File: src/rtl/hsl_pkg.sv
package hsl_pkg;

   typedef enum logic [2:0] {
      ST_IDLE  = 3'd0,
      ST_SETUP = 3'd1,
      ST_SHIFT = 3'd2,
      ST_CLOSE = 3'd3,
      ST_WAIT  = 3'd4
   } link_state_e;

endpackage

File: src/rtl/hsl_sync.sv
module hsl_sync #(
   parameter int STAGES  = 2,
   parameter bit RST_VAL = 1'b0
) (
   input  logic clk,
   input  logic rst_n,
   input  logic d_i,
   output logic q_o
);

   generate
      if (STAGES < 2) begin : g_bad_stages
         $error("hsl_sync: STAGES must be at least 2");
      end
   endgenerate

   logic [STAGES-1:0] chain_q;

   always_ff @(posedge clk or negedge rst_n) begin
      if (!rst_n) chain_q <= {STAGES{RST_VAL}};
      else        chain_q <= {chain_q[STAGES-2:0], d_i};
   end

   assign q_o = chain_q[STAGES-1];

endmodule

File: src/rtl/hsl_shifter.sv
module hsl_shifter #(
   parameter int DATA_W    = 8,
   parameter bit MSB_FIRST = 1'b1
) (
   input  logic              clk,
   input  logic              rst_n,
   input  logic              load_i,
   input  logic              load_tx_i,
   input  logic [DATA_W-1:0] tx_byte_i,
   input  logic              shift_i,
   input  logic              ser_in_i,
   output logic              ser_out_o,
   output logic [DATA_W-1:0] par_o,
   output logic              last_o
);

   localparam int CNT_W = (DATA_W > 2) ? $clog2(DATA_W) : 1;
   localparam logic [CNT_W-1:0] CNT_LAST = CNT_W'(DATA_W - 1);

   generate
      if (DATA_W < 2) begin : g_bad_width
         $error("hsl_shifter: DATA_W must be at least 2");
      end
   endgenerate

   logic [DATA_W-1:0] sh_q;
   logic [DATA_W-1:0] sh_next;
   logic [CNT_W-1:0]  cnt_q;

   generate
      if (MSB_FIRST) begin : g_msb
         assign sh_next   = {sh_q[DATA_W-2:0], ser_in_i};
         assign ser_out_o = sh_q[DATA_W-1];
      end else begin : g_lsb
         assign sh_next   = {ser_in_i, sh_q[DATA_W-1:1]};
         assign ser_out_o = sh_q[0];
      end
   endgenerate

   always_ff @(posedge clk or negedge rst_n) begin
      if (!rst_n) begin
         sh_q  <= '0;
         cnt_q <= '0;
      end else if (load_i) begin
         sh_q  <= load_tx_i ? tx_byte_i : '0;
         cnt_q <= '0;
      end else if (shift_i) begin
         sh_q  <= sh_next;
         cnt_q <= (cnt_q == CNT_LAST) ? '0 : cnt_q + 1'b1;
      end
   end

   assign par_o  = sh_q;
   assign last_o = (cnt_q == CNT_LAST);

   AST_LOAD_SHIFT_EXCL: assert property (@(posedge clk) disable iff (!rst_n)
      !(load_i && shift_i));

endmodule

File: src/rtl/hsl_ack_timer.sv
module hsl_ack_timer #(
   parameter int PRESCALE = 1250,
   parameter int LIMIT    = 3200
) (
   input  logic clk,
   input  logic rst_n,
   input  logic run_i,
   output logic expired_o
);

   localparam int TK_W = $clog2(LIMIT + 1);
   localparam logic [TK_W-1:0] TK_LIMIT = TK_W'(LIMIT);

   generate
      if (LIMIT < 1) begin : g_bad_limit
         $error("hsl_ack_timer: LIMIT must be at least 1");
      end
      if (PRESCALE < 1) begin : g_bad_pre
         $error("hsl_ack_timer: PRESCALE must be at least 1");
      end
   endgenerate

   logic            tick;
   logic [TK_W-1:0] tc_q;

   generate
      if (PRESCALE > 1) begin : g_pre
         localparam int PS_W = $clog2(PRESCALE);
         localparam logic [PS_W-1:0] PS_LAST = PS_W'(PRESCALE - 1);
         logic [PS_W-1:0] pc_q;
         always_ff @(posedge clk or negedge rst_n) begin
            if (!rst_n)               pc_q <= '0;
            else if (!run_i)          pc_q <= '0;
            else if (pc_q == PS_LAST) pc_q <= '0;
            else                      pc_q <= pc_q + 1'b1;
         end
         assign tick = run_i && (pc_q == PS_LAST);
      end else begin : g_nopre
         assign tick = run_i;
      end
   endgenerate

   always_ff @(posedge clk or negedge rst_n) begin
      if (!rst_n)                  tc_q <= '0;
      else if (!run_i)             tc_q <= '0;
      else if (tick && !expired_o) tc_q <= tc_q + 1'b1;
   end

   assign expired_o = (tc_q == TK_LIMIT);

   AST_TIMER_CLEARS: assert property (@(posedge clk) disable iff (!rst_n)
      !run_i |=> !expired_o);

endmodule

File: src/rtl/hsl_link.sv
module hsl_link #(
   parameter int DATA_W            = 8,
   parameter int SYNC_STAGES       = 2,
   parameter bit MSB_FIRST         = 1'b1,
   parameter int PRESCALE          = 1250,
   parameter int ACK_TIMEOUT_TICKS = 3200
) (
   input  logic              clk,
   input  logic              rst_n,
   input  logic              start_i,
   input  logic              dir_tx_i,
   input  logic [DATA_W-1:0] tx_byte_i,
   output logic              busy_o,
   output logic              done_o,
   output logic [DATA_W-1:0] rx_byte_o,
   output logic              timeout_err_o,
   output logic              ack_warn_o,
   output logic              req_n_o,
   input  logic              ack_n_i,
   input  logic              sclk_i,
   input  logic              sdata_i,
   output logic              sdata_o
);
   import hsl_pkg::*;

   generate
      if (DATA_W < 2) begin : g_bad_width
         $error("hsl_link: DATA_W must be at least 2");
      end
      if (SYNC_STAGES < 2) begin : g_bad_sync
         $error("hsl_link: SYNC_STAGES must be at least 2");
      end
   endgenerate

   link_state_e       st_q;
   logic              dir_tx_q;
   logic              req_n_q;
   logic              done_q;
   logic              err_q;
   logic              warn_q;
   logic [DATA_W-1:0] rx_q;

   logic sclk_s, sclk_prev_q, ack_s, sdat_s;
   logic accept, shift_en, sh_last, expired;
   logic [DATA_W-1:0] sh_par;

   hsl_sync #(.STAGES(SYNC_STAGES), .RST_VAL(1'b0)) u_sync_sclk (
      .clk(clk), .rst_n(rst_n), .d_i(sclk_i), .q_o(sclk_s));
   hsl_sync #(.STAGES(SYNC_STAGES), .RST_VAL(1'b0)) u_sync_sdat (
      .clk(clk), .rst_n(rst_n), .d_i(sdata_i), .q_o(sdat_s));
   hsl_sync #(.STAGES(SYNC_STAGES), .RST_VAL(1'b1)) u_sync_ack (
      .clk(clk), .rst_n(rst_n), .d_i(ack_n_i), .q_o(ack_s));

   assign accept   = (st_q == ST_IDLE) && start_i;
   assign shift_en = (st_q == ST_SHIFT) && sclk_s && !sclk_prev_q;

   hsl_shifter #(.DATA_W(DATA_W), .MSB_FIRST(MSB_FIRST)) u_shift (
      .clk(clk), .rst_n(rst_n),
      .load_i(accept), .load_tx_i(dir_tx_i), .tx_byte_i(tx_byte_i),
      .shift_i(shift_en), .ser_in_i(sdat_s),
      .ser_out_o(sdata_o), .par_o(sh_par), .last_o(sh_last));

   hsl_ack_timer #(.PRESCALE(PRESCALE), .LIMIT(ACK_TIMEOUT_TICKS)) u_timer (
      .clk(clk), .rst_n(rst_n), .run_i(st_q == ST_WAIT), .expired_o(expired));

   always_ff @(posedge clk or negedge rst_n) begin
      if (!rst_n) begin
         st_q        <= ST_IDLE;
         dir_tx_q    <= 1'b0;
         req_n_q     <= 1'b1;
         done_q      <= 1'b0;
         err_q       <= 1'b0;
         warn_q      <= 1'b0;
         rx_q        <= '0;
         sclk_prev_q <= 1'b0;
      end else begin
         done_q      <= 1'b0;
         sclk_prev_q <= sclk_s;
         case (st_q)
            ST_IDLE: begin
               if (start_i) begin
                  dir_tx_q <= dir_tx_i;
                  err_q    <= 1'b0;
                  warn_q   <= 1'b0;
                  st_q     <= ST_SETUP;
               end
            end
            ST_SETUP: begin
               req_n_q <= 1'b0;
               st_q    <= ST_SHIFT;
            end
            ST_SHIFT: begin
               if (shift_en && sh_last) st_q <= ST_CLOSE;
            end
            ST_CLOSE: begin
               if (!dir_tx_q) rx_q <= sh_par;
               warn_q  <= ack_s;
               req_n_q <= 1'b1;
               st_q    <= ST_WAIT;
            end
            ST_WAIT: begin
               if (ack_s) begin
                  done_q <= 1'b1;
                  st_q   <= ST_IDLE;
               end else if (expired) begin
                  done_q <= 1'b1;
                  err_q  <= 1'b1;
                  st_q   <= ST_IDLE;
               end
            end
            default: st_q <= ST_IDLE;
         endcase
      end
   end

   assign busy_o        = (st_q != ST_IDLE);
   assign done_o        = done_q;
   assign rx_byte_o     = rx_q;
   assign timeout_err_o = err_q;
   assign ack_warn_o    = warn_q;
   assign req_n_o       = req_n_q;

   AST_REQ_ONLY_BUSY: assert property (@(posedge clk) disable iff (!rst_n)
      !req_n_o |-> busy_o);
   AST_REQ_HIGH_AT_DONE: assert property (@(posedge clk) disable iff (!rst_n)
      done_o |-> req_n_o);
   AST_DONE_ONE_CYCLE: assert property (@(posedge clk) disable iff (!rst_n)
      done_o |=> !done_o);
   AST_TIMEOUT_ACK_LOW: assert property (@(posedge clk) disable iff (!rst_n)
      (st_q == ST_WAIT && expired && !ack_s) |=> (timeout_err_o && done_o));
   AST_BUSY_IGNORES_START: assert property (@(posedge clk) disable iff (!rst_n)
      (busy_o && start_i) |=> $stable(dir_tx_q));
   AST_STATUS_HOLD: assert property (@(posedge clk) disable iff (!rst_n)
      (!busy_o && !start_i) |=> ($stable(timeout_err_o) && $stable(ack_warn_o)));

endmodule

File: config.mk
export PLATFORM = sky130hd
export DESIGN_NAME = hsl_link
export DESIGN_NICKNAME = d
export VERILOG_FILES = /design/src/rtl/hsl_pkg.sv /design/src/rtl/hsl_sync.sv /design/src/rtl/hsl_shifter.sv /design/src/rtl/hsl_ack_timer.sv /design/src/rtl/hsl_link.sv
export SDC_FILE = /design/constraint.sdc
export NUM_CORES = 1
export LEC_CHECK = 0
export ABC_AREA = 1
export BUFFER_PORTS_ARGS = -buffer_cell sky130_fd_sc_hd__buf_4
export CAP_MARGIN = 0
export CORE_UTILIZATION = 45
export CTS_BUF_LIST = sky130_fd_sc_hd__clkbuf_2
export CTS_CLUSTER_SIZE = 40
export DETAILED_ROUTE_END_ITERATION = 8
export GPL_TIMING_DRIVEN = 0
export PLACE_DENSITY = 0.72
export SYNTH_ARGS = -nofsm -noshare
export SYNTH_HDL_FRONTEND = slang
export SYNTH_SLANG_ARGS = --single-unit
File: constraint.sdc
create_clock -name clk -period 1.7 [get_ports clk]
set_input_delay 0.085 -clock clk [delete_from_list [all_inputs] [get_ports clk]]
set_output_delay 0.085 -clock clk [all_outputs]
set_load 0.005 [all_outputs]
==> flow_summary.html, run 1 <==
<table>
<tr><th>Metric</th><th>Value</th></tr>
<tr><th colspan="2">Critical path</th></tr>
<tr><td>Gate family responsible for the most delay along the worst path</td><td>simple AND/OR/NAND/NOR gates</td></tr>
<tr><td>Number of buffers and inverters on the critical path</td><td>3</td></tr>
<tr><td>Slowest stage delay, CP</td><td>0.42 ns</td></tr>
<tr><td>Worst r2r path cells</td><td>10</td></tr>
<tr><td>Highest fanout seen on the critical path</td><td>10</td></tr>
<tr><td>Endpoint class of the critical path</td><td>flop</td></tr>
<tr><td>Slowest stage cell on the critical path</td><td>sky130_fd_sc_hd__dfrtp_1</td></tr>
<tr><td>Launch point of the worst reg-to-reg path</td><td>u_timer.g_pre.pc_q[1]</td></tr>
<tr><td>Startpoint type of the worst setup path</td><td>flop</td></tr>
<tr><td>Worst reg2reg setup slack</td><td>0.13 ns</td></tr>
<tr><td>Capture point of the worst reg-to-reg path</td><td>u_timer.tc_q[7]</td></tr>
<tr><td>Sequence of cells on the critical path</td><td>inv_2 &gt; ha_2 &gt; inv_1 &gt; nor3_2 &gt; nand2_1 &gt; nor2_4 &gt; nand3_2 &gt; buf_6 &gt; nand3_1 &gt; nand2_1</td></tr>
<tr><td>Crit Path Category</td><td>reg2reg</td></tr>
<tr><td>Required @ worst endpoint</td><td>just over 2 ns</td></tr>
<tr><td>Critical Path AT</td><td>1.93 ns</td></tr>
<tr><td>Critical Path Most Common Cell</td><td>sky130_fd_sc_hd__nand2_1</td></tr>
<tr><th colspan="2">Global routing</th></tr>
<tr><td>Largest net degree at the start of global routing</td><td>58</td></tr>
<tr><td>Met2 Resource Use GR</td><td>roughly a third</td></tr>
<tr><td>Initial antenna violation count</td><td>0</td></tr>
<tr><td>Leftover overflow at the end of global routing</td><td>0</td></tr>
<tr><td>Global-route met1 utilization</td><td>~25%</td></tr>
<tr><td>Vias in the first global route</td><td>2361</td></tr>
<tr><td>Met3 routing resource usage after global routing</td><td>4.00%</td></tr>
<tr><td>GRT Overall Usage</td><td>between 20% and 30%</td></tr>
<tr><td>GRT Max-Usage Layer</td><td>met2</td></tr>
<tr><td>Global-route wire length before repair</td><td>10.1 mm</td></tr>
<tr><th colspan="2">Hold path</th></tr>
<tr><td>Hold Crit Depth</td><td>4</td></tr>
<tr><td>Class of the tightest hold or removal check</td><td>in2reg</td></tr>
<tr><td>Hold path startpoint</td><td>start_i</td></tr>
<tr><td>Hold endpoint</td><td>u_shift.cnt_q[2]</td></tr>
<tr><th colspan="2">Yosys</th></tr>
<tr><td>Fraction of synthesized area in multiplexers</td><td>0%</td></tr>
<tr><td>Synthesis warning total</td><td>0</td></tr>
<tr><td>Area fraction of the dominant cell type after synthesis</td><td>47.0%</td></tr>
<tr><td>Synthesized-area fraction occupied by ao, oa, aoi and oai cells</td><td>7.97%</td></tr>
<tr><td>Synth Instances</td><td>353</td></tr>
<tr><td>Largest family of logic cells by synthesized area</td><td>simple AND/OR/NAND/NOR gates</td></tr>
<tr><td>Cell taking the most area after synthesis</td><td>sky130_fd_sc_hd__dfrtp_1</td></tr>
<tr><td>Number of synthesized register bits</td><td>57</td></tr>
<tr><td>Seq/Total Area, Yosys</td><td>49.8%</td></tr>
<tr><td>Syn nets</td><td>around 370</td></tr>
<tr><td>Post-synthesis cell area</td><td>about 2900 µm²</td></tr>
<tr><td>Simple-gate share of the synthesized area</td><td>30.9%</td></tr>
<tr><td>Adder and majority gate portion of the synthesized area</td><td>2.61%</td></tr>
<tr><td>Ranking of synthesized cells by area</td><td>sky130_fd_sc_hd__dfrtp_1 47%, sky130_fd_sc_hd__nand2_1 12%, sky130_fd_sc_hd__nand3_1 6.1%</td></tr>
<tr><td>Post-synthesis cell type count</td><td>28</td></tr>
<tr><td>Synth Area per Inst</td><td>between 8 and 9 µm²</td></tr>
<tr><td>Post-synthesis xor/xnor area fraction</td><td>1.52%</td></tr>
<tr><th colspan="2">Timing</th></tr>
<tr><td>Final period demand of the worst path</td><td>1.57 ns</td></tr>
<tr><td>Setup repair after global routing missed its margin</td><td>false</td></tr>
<tr><td>Final setup violation count</td><td>0</td></tr>
<tr><td>Worst slew slack as a fraction of its limit</td><td>53.5%</td></tr>
<tr><td>Final setup skew</td><td>0.0247 ns</td></tr>
<tr><td>Setup TNS after final layout</td><td>0 ns</td></tr>
<tr><td>Least-Margin Pin Slew</td><td>0.698 ns</td></tr>
<tr><td>Final worst-path cycle share</td><td>92.6%</td></tr>
<tr><td>Timing-limited maximum frequency</td><td>635 MHz</td></tr>
<tr><td>Count of endpoints failing hold in the final timing report</td><td>0</td></tr>
<tr><td>Final Max Tran Viols</td><td>0</td></tr>
<tr><td>Final WS setup</td><td>about 0.13 ns</td></tr>
<tr><th colspan="2">Final layout</th></tr>
<tr><td>Utilization after layout</td><td>57.9%</td></tr>
<tr><td>Fraction of layout cells with a size suffix above 1</td><td>20.1%</td></tr>
<tr><td>Fillcell total</td><td>between 500 and 600</td></tr>
<tr><td>Post-layout net count</td><td>between 400 and 500</td></tr>
<tr><td>Sequential cell area</td><td>1430 µm²</td></tr>
<tr><td>Multi-input gate area in the final layout</td><td>1260 µm²</td></tr>
<tr><td>Antenna fix cells</td><td>0</td></tr>
<tr><td>Area Overhead vs Synth</td><td>21.3%</td></tr>
<tr><th colspan="2">Floorplanning</th></tr>
<tr><td>Initial cell density of the core</td><td>47.7%</td></tr>
<tr><td>Core region area</td><td>about 6000 µm²</td></tr>
<tr><td>Number of placed I/O pins</td><td>29</td></tr>
<tr><td>Row Count</td><td>28</td></tr>
<tr><td>Width of the chip</td><td>81.9 µm</td></tr>
<tr><td>Vert. Die Dim</td><td>81.9 µm</td></tr>
<tr><td>DIE AREA</td><td>6710 µm²</td></tr>
<tr><th colspan="2">Routing</th></tr>
<tr><td>Wire length after detailed routing</td><td>6.15 mm</td></tr>
<tr><td>Post-route DRC violation count</td><td>0</td></tr>
<tr><td>Total number of vias</td><td>2520</td></tr>
<tr><td>DRC marker count from the first detailed-route iteration</td><td>156</td></tr>
<tr><td>Average wire per cell in the routed design</td><td>12.6 µm</td></tr>
<tr><td>Routed via count divided by cell count</td><td>~5.2</td></tr>
<tr><td>Pre-antenna DRT Iters</td><td>4</td></tr>
<tr><td>Residual antenna-violating net count after detailed routing</td><td>0</td></tr>
<tr><th colspan="2">CTS</th></tr>
<tr><td>Clk buf depth</td><td>2</td></tr>
<tr><td>Number of sinks handled by clock tree synthesis</td><td>57</td></tr>
<tr><td>Skew-Pair Late Insertion Delay</td><td>roughly 0.47 ns</td></tr>
<tr><td>CTS root buf</td><td>sky130_fd_sc_hd__clkbuf_2</td></tr>
<tr><td>Clock transition at the registers of the reported paths</td><td>0.17 ns</td></tr>
<tr><td>Depth of the CTS H-tree</td><td>3</td></tr>
<tr><td>CTS tree</td><td>yes</td></tr>
<tr><td>Clock buffer count from CTS</td><td>9</td></tr>
<tr><th colspan="2">Run</th></tr>
<tr><td>Count of max-cap constraint violations</td><td>0</td></tr>
<tr><th colspan="2">Power and ir drop</th></tr>
<tr><td>PwrDens</td><td>1130 nW/µm²</td></tr>
<tr><td>Leakage power</td><td>1.64 nW</td></tr>
<tr><td>IR Drop Worst-Case VDD</td><td>0.824 mV</td></tr>
<tr><th colspan="2">Placed design</th></tr>
<tr><td>Placed wire-length estimate</td><td>a little over 4 mm</td></tr>
<tr><td>GPL Wtd Cong</td><td>0.847</td></tr>
<tr><td>Number of port buffers</td><td>27</td></tr>
<tr><td>Pre-CTS worst setup slack</td><td>0.0501 ns</td></tr>
<tr><th colspan="2">Status</th></tr>
<tr><td>Run status</td><td>finished, final reports clean</td></tr>
</table>
[cell type report]
cell class	instances	area share (%)
clock buffer	9	1.29
tap	75	2.69
inverter	41	4.41
timing repair buffer	44	10.4
sequential	57	41.0
clock inverter	7	2.44
buffer	7	1.58
multi-input combinational	248	36.1
[placed cells by master (no fill, tap or decap), drive strengths merged]
cell	synthesis	final
xor2	5	5
clkinv	0	5
nor3	6	6
nand3	40	40
o21ai	29	29
nand2	94	94
nand4	8	8
clkbuf	1	10
inv	41	41
dfstp	3	3
o21bai	1	1
and3	1	1
ha	6	6
nor2	48	48
a21oi	7	7
dlygate4sd3	0	13
dfrtp	54	54
buf	6	37
a211oi	1	1
bufinv	0	2
nor3b	2	2
[worst register-to-register path, delay by kind of cell, from the launching register on]
family                   cells  cell delay (ns)
adder cells (fa/ha/maj)      1             0.17
buffers and inverters        3             0.30
flip-flops                   1             0.42
AND/OR/NAND/NOR              6             0.60
[layer usage]
layer	wire length, µm	share of wire [%]	vias to the layer above
met5	0	0	-
li1	-	-	1248
met3	324	5.3	17
met2	3030	49	57
met4	168	2.7	0
met1	2630	43	1198
[worst max path at each step]
| stage | startpoint | endpoint | slack (ns) | cells after the start |
|---|---|---|---|---|
| after floorplan | u_timer.g_pre.pc_q[0] | u_timer.tc_q[7] | 0.28 | 9 |
| after global placement | u_timer.tc_q[0] | u_timer.tc_q[4] | 0.07 | 9 |
| after detailed placement | u_timer.g_pre.pc_q[0] | u_timer.tc_q[7] | 0.05 | 9 |
| after CTS | u_timer.tc_q[0] | u_timer.tc_q[6] | 0.005 | 9 |
| after global routing | u_timer.tc_q[0] | u_timer.tc_q[6] | 0.004 | 9 |
| final | u_timer.g_pre.pc_q[1] | u_timer.tc_q[7] | 0.13 | 10 |
[what timing repair did]
item / CTS / global route
setup buffers: 0 / 4
setup endpoints to repair: 0 / 11
hold buffers: 13 / 0
gates resized for setup: 0 / 8
hold endpoints to repair: 66 / 0
[cell usage after synthesis]
| cell | number |
|---|---|
| sky130_fd_sc_hd__nand2_1 | 92 |
| sky130_fd_sc_hd__dfrtp_1 | 54 |
| sky130_fd_sc_hd__nor2_1 | 45 |
| sky130_fd_sc_hd__inv_1 | 37 |
| sky130_fd_sc_hd__nand3_1 | 35 |
| sky130_fd_sc_hd__o21ai_0 | 19 |
| sky130_fd_sc_hd__o21ai_2 | 9 |
| sky130_fd_sc_hd__nand4_1 | 8 |
| sky130_fd_sc_hd__a21oi_1 | 7 |
| sky130_fd_sc_hd__ha_1 | 6 |
| sky130_fd_sc_hd__nand3_2 | 5 |
| sky130_fd_sc_hd__nor3_1 | 5 |
| sky130_fd_sc_hd__xor2_1 | 5 |
| sky130_fd_sc_hd__inv_2 | 4 |
| sky130_fd_sc_hd__buf_6 | 3 |
| sky130_fd_sc_hd__dfstp_2 | 3 |
| sky130_fd_sc_hd__buf_2 | 2 |
| sky130_fd_sc_hd__nand2_2 | 2 |
| sky130_fd_sc_hd__nor2_4 | 2 |
| sky130_fd_sc_hd__nor3b_1 | 2 |
| sky130_fd_sc_hd__a211oi_1 | 1 |
| sky130_fd_sc_hd__and3_1 | 1 |
| sky130_fd_sc_hd__buf_4 | 1 |
| sky130_fd_sc_hd__clkbuf_1 | 1 |
| sky130_fd_sc_hd__nor2_2 | 1 |
| sky130_fd_sc_hd__nor3_2 | 1 |
| sky130_fd_sc_hd__o21ai_1 | 1 |
| sky130_fd_sc_hd__o21bai_1 | 1 |
[metrics by stage]
step | hold WS [ns] | area (µm²) | instances | power, mW
detailed placement | 0.179 | 3170 | 455 | 2.95
global placement | 0.185 | 3170 | 455 | 2.91
floorplan | -0.211 | 2870 | 353 | 2.50
CTS | 0.0202 | 3430 | 484 | 3.95
global route | 0.0518 | 3490 | 488 | 4.19
finish | 0.0479 | 3490 | 488 | 3.94
[flip-flops by register name, summed over array words and instances (netlist names), 3 cells and up]
register / cells
rx_byte_o: 8
u_timer.g_pre.pc_q: 11
u_shift.cnt_q: 3
u_timer.tc_q: 12
u_shift.par_o: 8
st_q: 3
[kinds of logic (layout without fill, tap and decap cells)]
family | Yosys count | count (layout)
AND/OR/NAND/NOR | 199 | 199
flip-flops | 57 | 57
buffers and inverters | 48 | 108
AO/OA/AOI/OAI | 38 | 38
adder cells (fa/ha/maj) | 6 | 6
XOR/XNOR | 5 | 5
[power breakdown]
part	leakage, nW	internal [mW]	switching (mW)
Clock	0.0784	0.474	0.504
Combinational	0.809	0.482	0.707
Sequential	0.752	1.62	0.151
(Power assumes the default switching activity.)
==> run 2, diff against run 1 <==
CORE_ASPECT_RATIO = 1.5   (was default)
PLACE_DENSITY = 0.7   (was 0.72)
==> run 2 against run 1 <==
Against the previous run: cell area about the same; die area about the same; critical endpoint unchanged; utilization decreased by 1.4 points; combinational power about the same.
==> flow_summary.html, run 2 (synthesis results as in run 1) <==
<table>
<tr><th>Metric</th><th>Value</th></tr>
<tr><th colspan="2">Global routing</th></tr>
<tr><td>Initial antenna violation count</td><td>0</td></tr>
<tr><td>Largest net degree at the start of global routing</td><td>58</td></tr>
<tr><td>Global-route wire length before repair</td><td>10.1 mm</td></tr>
<tr><td>Leftover overflow at the end of global routing</td><td>0</td></tr>
<tr><td>GRT Overall Usage</td><td>20.1%</td></tr>
<tr><td>Vias in the first global route</td><td>2346</td></tr>
<tr><th colspan="2">Final layout</th></tr>
<tr><td>Fraction of layout cells with a size suffix above 1</td><td>20.0%</td></tr>
<tr><td>Most frequent cells in the layout</td><td>92 x sky130_fd_sc_hd__nand2_1, 53 x sky130_fd_sc_hd__dfrtp_1, 44 x sky130_fd_sc_hd__nor2_1</td></tr>
<tr><td>Multi-input gate area in the final layout</td><td>1250 µm²</td></tr>
<tr><td>Sequential cell area</td><td>1430 µm²</td></tr>
<tr><td>Antenna fix cells</td><td>0</td></tr>
<tr><td>Flip-flop count of the largest register, all copies and words added</td><td>12</td></tr>
<tr><td>Commonest non-fill, non-tap cell in the layout</td><td>sky130_fd_sc_hd__nand2_1</td></tr>
<tr><td>Post-layout net count</td><td>between 400 and 500</td></tr>
<tr><td>Total non-filler cell area in the finished layout</td><td>3490 µm²</td></tr>
<tr><td>Reg with most FFs</td><td>u_timer.tc_q</td></tr>
<tr><td>Fillcell total</td><td>between 500 and 600</td></tr>
<tr><td>Registers with the highest flip-flop counts</td><td>u_timer.tc_q (12), u_timer.g_pre.pc_q (11)</td></tr>
<tr><td>Area Overhead vs Synth</td><td>21.4%</td></tr>
<tr><th colspan="2">Timing</th></tr>
<tr><td>Final Max Tran Viols</td><td>0</td></tr>
<tr><td>Setup TNS after final layout</td><td>0 ns</td></tr>
<tr><td>Timing-limited maximum frequency</td><td>636 MHz</td></tr>
<tr><td>Worst slew slack as a fraction of its limit</td><td>51.5%</td></tr>
<tr><td>Final WS setup</td><td>0.127 ns</td></tr>
<tr><td>Final-layout worst hold slack</td><td>0.0326 ns</td></tr>
<tr><td>Count of endpoints failing hold in the final timing report</td><td>0</td></tr>
<tr><td>Final period demand of the worst path</td><td>1.57 ns</td></tr>
<tr><td>Final setup violation count</td><td>0</td></tr>
<tr><td>Least-Margin Pin Slew</td><td>0.727 ns</td></tr>
<tr><td>Final setup skew</td><td>0.0239 ns</td></tr>
<tr><td>Final worst-path cycle share</td><td>~93%</td></tr>
<tr><th colspan="2">CTS</th></tr>
<tr><td>Clock transition at the registers of the reported paths</td><td>0.17 ns</td></tr>
<tr><td>Clock buffer count from CTS</td><td>9</td></tr>
<tr><td>Skew-Pair Late Insertion Delay</td><td>0.50 ns</td></tr>
<tr><td>Number of sinks handled by clock tree synthesis</td><td>57</td></tr>
<tr><td>CTS root buf</td><td>sky130_fd_sc_hd__clkbuf_2</td></tr>
<tr><td>Clk buf depth</td><td>2</td></tr>
<tr><td>CTS tree</td><td>yes</td></tr>
<tr><td>Depth of the CTS H-tree</td><td>3</td></tr>
<tr><th colspan="2">Critical path</th></tr>
<tr><td>Crit Path Category</td><td>reg2reg</td></tr>
<tr><td>Endpoint class of the critical path</td><td>flop</td></tr>
<tr><td>Required @ worst endpoint</td><td>2.10 ns</td></tr>
<tr><td>Critical Path AT</td><td>just under 2 ns</td></tr>
<tr><td>Startpoint type of the worst setup path</td><td>flop</td></tr>
<tr><td>Highest fanout seen on the critical path</td><td>9</td></tr>
<tr><th colspan="2">Placed design</th></tr>
<tr><td>Standard cell area after detailed placement</td><td>3170 µm²</td></tr>
<tr><td>Number of port buffers</td><td>27</td></tr>
<tr><td>Pre-CTS worst setup slack</td><td>0.0360 ns</td></tr>
<tr><td>Placed wire-length estimate</td><td>~4.2 mm</td></tr>
<tr><td>GPL Wtd Cong</td><td>0.945</td></tr>
<tr><th colspan="2">Routing</th></tr>
<tr><td>Wire length after detailed routing</td><td>6.03 mm</td></tr>
<tr><td>Average wire per cell in the routed design</td><td>12.4 µm</td></tr>
<tr><td>Total number of vias</td><td>2444</td></tr>
<tr><td>Residual antenna-violating net count after detailed routing</td><td>0</td></tr>
<tr><td>Post-route DRC violation count</td><td>0</td></tr>
<tr><td>Pre-antenna DRT Iters</td><td>5</td></tr>
<tr><td>Routed via count divided by cell count</td><td>5.01</td></tr>
<tr><td>DRC marker count from the first detailed-route iteration</td><td>89</td></tr>
<tr><th colspan="2">Power and ir drop</th></tr>
<tr><td>IR Drop Worst-Case VDD</td><td>0.735 mV</td></tr>
<tr><td>Leakage power</td><td>1.64 nW</td></tr>
<tr><td>Power after layout</td><td>3.93 mW</td></tr>
<tr><td>PwrDens</td><td>between 1000 and 1500 nW/µm²</td></tr>
<tr><th colspan="2">Floorplanning</th></tr>
<tr><td>Vert. Die Dim</td><td>99.9 µm</td></tr>
<tr><td>Initial cell density of the core</td><td>46.5%</td></tr>
<tr><td>DIE AREA</td><td>roughly 6700 µm²</td></tr>
<tr><td>Row Count</td><td>35</td></tr>
<tr><td>Core region area</td><td>6170 µm²</td></tr>
<tr><td>Width of the chip</td><td>67.3 µm</td></tr>
<tr><td>Number of placed I/O pins</td><td>29</td></tr>
<tr><th colspan="2">Run</th></tr>
<tr><td>Count of max-cap constraint violations</td><td>0</td></tr>
<tr><th colspan="2">Hold path</th></tr>
<tr><td>Class of the tightest hold or removal check</td><td>in2reg</td></tr>
<tr><th colspan="2">Status</th></tr>
<tr><td>Run status</td><td>finished, final reports clean</td></tr>
</table>
[run 2: report_power, final]
group          total [mW]  internal, mW  switching, mW  leakage [nW]
clock                1.00         0.486          0.518        0.0833
combinational        1.16         0.480          0.680         0.808
sequential           1.77          1.62          0.147         0.752
total                3.93          2.59           1.34          1.64
[run 2: path summary, 6_finish.rpt]
path | slack, ns | cells after the start | end | from
setup / recovery | 0.13 | 9 | u_timer.tc_q[7] | u_timer.tc_q[0]
hold / removal | 0.03 | 4 | u_shift.cnt_q[1] | start_i
setup reg to reg | 0.13 | 9 | u_timer.tc_q[7] | u_timer.tc_q[0]
hold reg to reg | 0.34 | 0 | u_sync_sclk.chain_q[1] | u_sync_sclk.chain_q[0]
max in group asynchronous | 0.99 | 2 | u_timer.g_pre.pc_q[0] | rst_n
min in group asynchronous | 0.15 | 2 | rx_byte_o[6] | rst_n
[run 2: area by class of cell]
type,instances,share of cell area (%)
flip-flops and latches,57,41.0
multi-input cells,248,35.9
clock inverters,6,2.37
inverters,41,4.41
plain buffers,7,1.58
clock buffers,10,1.43
repair buffers,45,10.6
well taps,74,2.65
[run 2: critical path, cell delays in order (launching register included)]
cell,delay (ns)
sky130_fd_sc_hd__dfrtp_1,0.43
sky130_fd_sc_hd__inv_1,0.11
sky130_fd_sc_hd__ha_1,0.16
sky130_fd_sc_hd__nand2_1,0.05
sky130_fd_sc_hd__nor2_1,0.15
sky130_fd_sc_hd__nand3_1,0.14
sky130_fd_sc_hd__nor2_4,0.17
sky130_fd_sc_hd__o21ai_4,0.13
sky130_fd_sc_hd__nand2_1,0.08
sky130_fd_sc_hd__nand2_1,0.05
[run 2: repair_timing]
action | 4_1_cts | 5_1_grt
pin swaps | 0 | 3
resized for setup | 1 | 4
cloned | 0 | 0
setup buffers | 0 | 5
endpoints found under the hold margin | 66 | 0
setup endpoints to repair | 5 | 11
hold buffers | 13 | 0
[run 2: through the flow]
step                std cells  util (%)
floorplan                 353         -
global placement          454      51.3
detailed placement        454      51.3
CTS                       483      55.6
global route              488      56.5
finish                    488      56.5
[run 2: routing by layer]
layer	global-route usage, %	vias to the layer above	wire [µm]	part of all wire, %
met1	22.2	1130	2430	40
met3	3.52	14	208	3.4
met5	0	-	0	0
li1	-	1247	-	-
met4	11.9	0	191	3.2
met2	35.0	53	3200	53
==> run 3, diff against run 2 <==
CORE_UTILIZATION = 50   (was 45)
PLACE_DENSITY = 0.75   (was 0.7)
==> run 3 against run 2 <==
Against the previous run: cell area fell by 0.18%; first-iteration DRC count rose by 25%; count of clock-buffer cells in the layout fell by 1; global-route usage rose by 3.2 points; flip-flop and latch count did not move; critical path type unchanged.
==> flow_summary.html, run 3 (synthesis results as in run 1) <==
<table>
<tr><th>Metric</th><th>Value</th></tr>
<tr><th colspan="2">Critical path</th></tr>
<tr><td>Endpoint class of the critical path</td><td>flop</td></tr>
<tr><td>Critical Path Most Common Cell</td><td>sky130_fd_sc_hd__nand2_1</td></tr>
<tr><td>Number of buffers and inverters on the critical path</td><td>1</td></tr>
<tr><td>Startpoint type of the worst setup path</td><td>flop</td></tr>
<tr><td>Sequence of cells on the critical path</td><td>inv_1 &gt; ha_1 &gt; nand2_1 &gt; nor2_2 &gt; nand3_1 &gt; nor2_4 &gt; o21ai_4 &gt; nand2_1 &gt; nand2_1</td></tr>
<tr><td>Slowest stage delay, CP</td><td>0.43 ns</td></tr>
<tr><td>Crit Path Category</td><td>reg2reg</td></tr>
<tr><td>Highest fanout seen on the critical path</td><td>9</td></tr>
<tr><td>Slowest stage cell on the critical path</td><td>sky130_fd_sc_hd__dfrtp_1</td></tr>
<tr><td>Required @ worst endpoint</td><td>2.08 ns</td></tr>
<tr><td>Critical Path AT</td><td>1.93 ns</td></tr>
<tr><td>Gate family responsible for the most delay along the worst path</td><td>simple AND/OR/NAND/NOR gates</td></tr>
<tr><th colspan="2">Power and ir drop</th></tr>
<tr><td>PwrDens</td><td>1140 nW/µm²</td></tr>
<tr><td>Combinational share of power</td><td>between 20% and 30%</td></tr>
<tr><td>Leakage power</td><td>1.63 nW</td></tr>
<tr><td>Net switching component of the power</td><td>1.38 mW</td></tr>
<tr><td>Net Sw Frac</td><td>around a third</td></tr>
<tr><td>Part of the total power dissipated in the clock network</td><td>25.8%</td></tr>
<tr><td>Reg power frac</td><td>44.6%</td></tr>
<tr><td>IR Drop Worst-Case VDD</td><td>0.675 mV</td></tr>
<tr><td>Int Power</td><td>between 2 and 3 mW</td></tr>
<tr><th colspan="2">Routing</th></tr>
<tr><td>DRC marker count from the first detailed-route iteration</td><td>roughly 110</td></tr>
<tr><td>Wire length after detailed routing</td><td>6.00 mm</td></tr>
<tr><td>Pre-antenna DRT Iters</td><td>6</td></tr>
<tr><td>Average wire per cell in the routed design</td><td>12.4 µm</td></tr>
<tr><td>Post-route DRC violation count</td><td>0</td></tr>
<tr><td>Total number of vias</td><td>around 2.4k</td></tr>
<tr><td>Routed via count divided by cell count</td><td>5.06</td></tr>
<tr><td>Residual antenna-violating net count after detailed routing</td><td>0</td></tr>
<tr><th colspan="2">CTS</th></tr>
<tr><td>Clock transition at the registers of the reported paths</td><td>roughly 0.18 ns</td></tr>
<tr><td>Depth of the CTS H-tree</td><td>3</td></tr>
<tr><td>Skew-Pair Late Insertion Delay</td><td>0.48 ns</td></tr>
<tr><td>CTS root buf</td><td>sky130_fd_sc_hd__clkbuf_2</td></tr>
<tr><td>Number of sinks handled by clock tree synthesis</td><td>57</td></tr>
<tr><td>CTS tree</td><td>yes</td></tr>
<tr><td>Clock buffer count from CTS</td><td>9</td></tr>
<tr><td>Clk buf depth</td><td>2</td></tr>
<tr><th colspan="2">Timing</th></tr>
<tr><td>Final period demand of the worst path</td><td>1.55 ns</td></tr>
<tr><td>Setup repair after global routing missed its margin</td><td>true</td></tr>
<tr><td>Final-layout worst hold slack</td><td>approximately 0.19 ns</td></tr>
<tr><td>Setup TNS after final layout</td><td>0 ns</td></tr>
<tr><td>Least-Margin Pin Slew</td><td>0.712 ns</td></tr>
<tr><td>Final setup skew</td><td>between 0.01 and 0.015 ns</td></tr>
<tr><td>Final Max Tran Viols</td><td>0</td></tr>
<tr><td>Timing-limited maximum frequency</td><td>646 MHz</td></tr>
<tr><td>Worst slew slack as a fraction of its limit</td><td>52.6%</td></tr>
<tr><td>Final setup violation count</td><td>0</td></tr>
<tr><td>Count of endpoints failing hold in the final timing report</td><td>0</td></tr>
<tr><td>Final worst-path cycle share</td><td>between 90% and 100%</td></tr>
<tr><th colspan="2">Global routing</th></tr>
<tr><td>Largest net degree at the start of global routing</td><td>58</td></tr>
<tr><td>Initial antenna violation count</td><td>0</td></tr>
<tr><td>Leftover overflow at the end of global routing</td><td>0</td></tr>
<tr><td>GRT Overall Usage</td><td>23.3%</td></tr>
<tr><td>Vias in the first global route</td><td>2520</td></tr>
<tr><td>Global-route wire length before repair</td><td>10.6 mm</td></tr>
<tr><th colspan="2">Floorplanning</th></tr>
<tr><td>Vert. Die Dim</td><td>94.9 µm</td></tr>
<tr><td>DIE AREA</td><td>6060 µm²</td></tr>
<tr><td>Number of placed I/O pins</td><td>29</td></tr>
<tr><td>Width of the chip</td><td>63.9 µm</td></tr>
<tr><td>Row Count</td><td>33</td></tr>
<tr><td>Initial cell density of the core</td><td>between 50% and 60%</td></tr>
<tr><td>Core region area</td><td>around 5500 µm²</td></tr>
<tr><th colspan="2">Final layout</th></tr>
<tr><td>Total non-filler cell area in the finished layout</td><td>3480 µm²</td></tr>
<tr><td>Registers with the highest flip-flop counts</td><td>u_timer.tc_q (12), u_timer.g_pre.pc_q (11)</td></tr>
<tr><td>Commonest non-fill, non-tap cell in the layout</td><td>sky130_fd_sc_hd__nand2_1</td></tr>
<tr><td>Utilization after layout</td><td>a little under two thirds</td></tr>
<tr><td>Flip-flop count of the largest register, all copies and words added</td><td>12</td></tr>
<tr><td>Most frequent cells in the layout</td><td>92 x sky130_fd_sc_hd__nand2_1, 53 x sky130_fd_sc_hd__dfrtp_1, 43 x sky130_fd_sc_hd__nor2_1</td></tr>
<tr><td>Fraction of layout cells with a size suffix above 1</td><td>19.9%</td></tr>
<tr><td>Antenna fix cells</td><td>0</td></tr>
<tr><td>Post-layout net count</td><td>428</td></tr>
<tr><td>Reg with most FFs</td><td>u_timer.tc_q</td></tr>
<tr><td>Area Overhead vs Synth</td><td>21.2%</td></tr>
<tr><th colspan="2">Placed design</th></tr>
<tr><td>Standard cell area after detailed placement</td><td>3160 µm²</td></tr>
<tr><td>GPL Wtd Cong</td><td>0.890</td></tr>
<tr><td>Number of port buffers</td><td>27</td></tr>
<tr><td>Placed wire-length estimate</td><td>between 4 and 5 mm</td></tr>
<tr><th colspan="2">Hold path</th></tr>
<tr><td>Class of the tightest hold or removal check</td><td>in2async</td></tr>
<tr><th colspan="2">Run</th></tr>
<tr><td>Count of max-cap constraint violations</td><td>0</td></tr>
<tr><th colspan="2">Status</th></tr>
<tr><td>Run status</td><td>finished, final reports clean</td></tr>
</table>
## run 3: worst register-to-register path: stages, from the launching register on
cell and delay [ns]:
sky130_fd_sc_hd__dfrtp_1 0.43, sky130_fd_sc_hd__inv_1 0.11, sky130_fd_sc_hd__ha_1 0.17, sky130_fd_sc_hd__nand2_1 0.06
sky130_fd_sc_hd__nor2_2 0.12, sky130_fd_sc_hd__nand3_1 0.13, sky130_fd_sc_hd__nor2_4 0.16, sky130_fd_sc_hd__o21ai_4 0.13
sky130_fd_sc_hd__nand2_1 0.09, sky130_fd_sc_hd__nand2_1 0.05
## run 3: path summary, 6_finish.rpt
kind,startpoint,end,slack [ns],depth (start not counted)
min,rst_n,u_shift.cnt_q[2],0.19,2
min reg2reg,u_sync_ack.chain_q[0],u_sync_ack.chain_q[1],0.37,0
min in group clk,sdata_i,u_sync_sdat.chain_q[0],0.24,2
max reg2reg,u_timer.tc_q[0],u_timer.tc_q[6],0.15,9
max,u_timer.tc_q[0],u_timer.tc_q[6],0.15,9
max in group asynchronous,rst_n,u_timer.g_pre.pc_q[0],1.02,2
## run 3: per-layer routing
layer	up-vias	part of all wire, %	track usage [%]
met5	-	0	0
met4	0	2.3	14.4
met3	14	3.5	6.52
met2	50	54	42.1
met1	1128	40	23.4
li1	1247	-	-
## run 3: area by class of cell
type / count / area [µm²]
clock buffer: 9 / 45.0
sequential: 57 / 1430
clock inverter: 7 / 93.8
timing repair buffer: 43 / 358
multi-input combinational: 248 / 1260
buffer: 7 / 55.1
inverter: 41 / 154
fill: 468 / 2010
tap: 70 / 87.6
## run 3: power by group through the flow
stage / combinational (mW) / sequential, mW / clock, mW
after floorplan: 0.717 / 1.78 / 0
after global placement: 1.12 / 1.78 / 0
after detailed placement: 1.15 / 1.79 / 0
after CTS: 1.18 / 1.77 / 1.06
after global routing: 1.33 / 1.80 / 1.12
final: 1.18 / 1.77 / 1.02
## run 3: what timing repair did
item / in CTS / in global routing
setup endpoints to repair: 9 / 11
resized for setup: 1 / 5
pin swaps: 0 / 1
setup buffers: 0 / 2
endpoints found under the hold margin: 67 / 0
hold buffers: 14 / 0
## run 3: metrics by stage
stage	total power [mW]	setup WS (ns)	std cells
after global routing	4.25	-0.00937	482
after floorplan	2.50	0.282	353
after global placement	2.90	-0.00417	450
after detailed placement	2.94	-0.0149	450
final	3.97	0.152	482
after CTS	4.01	0.0260	480
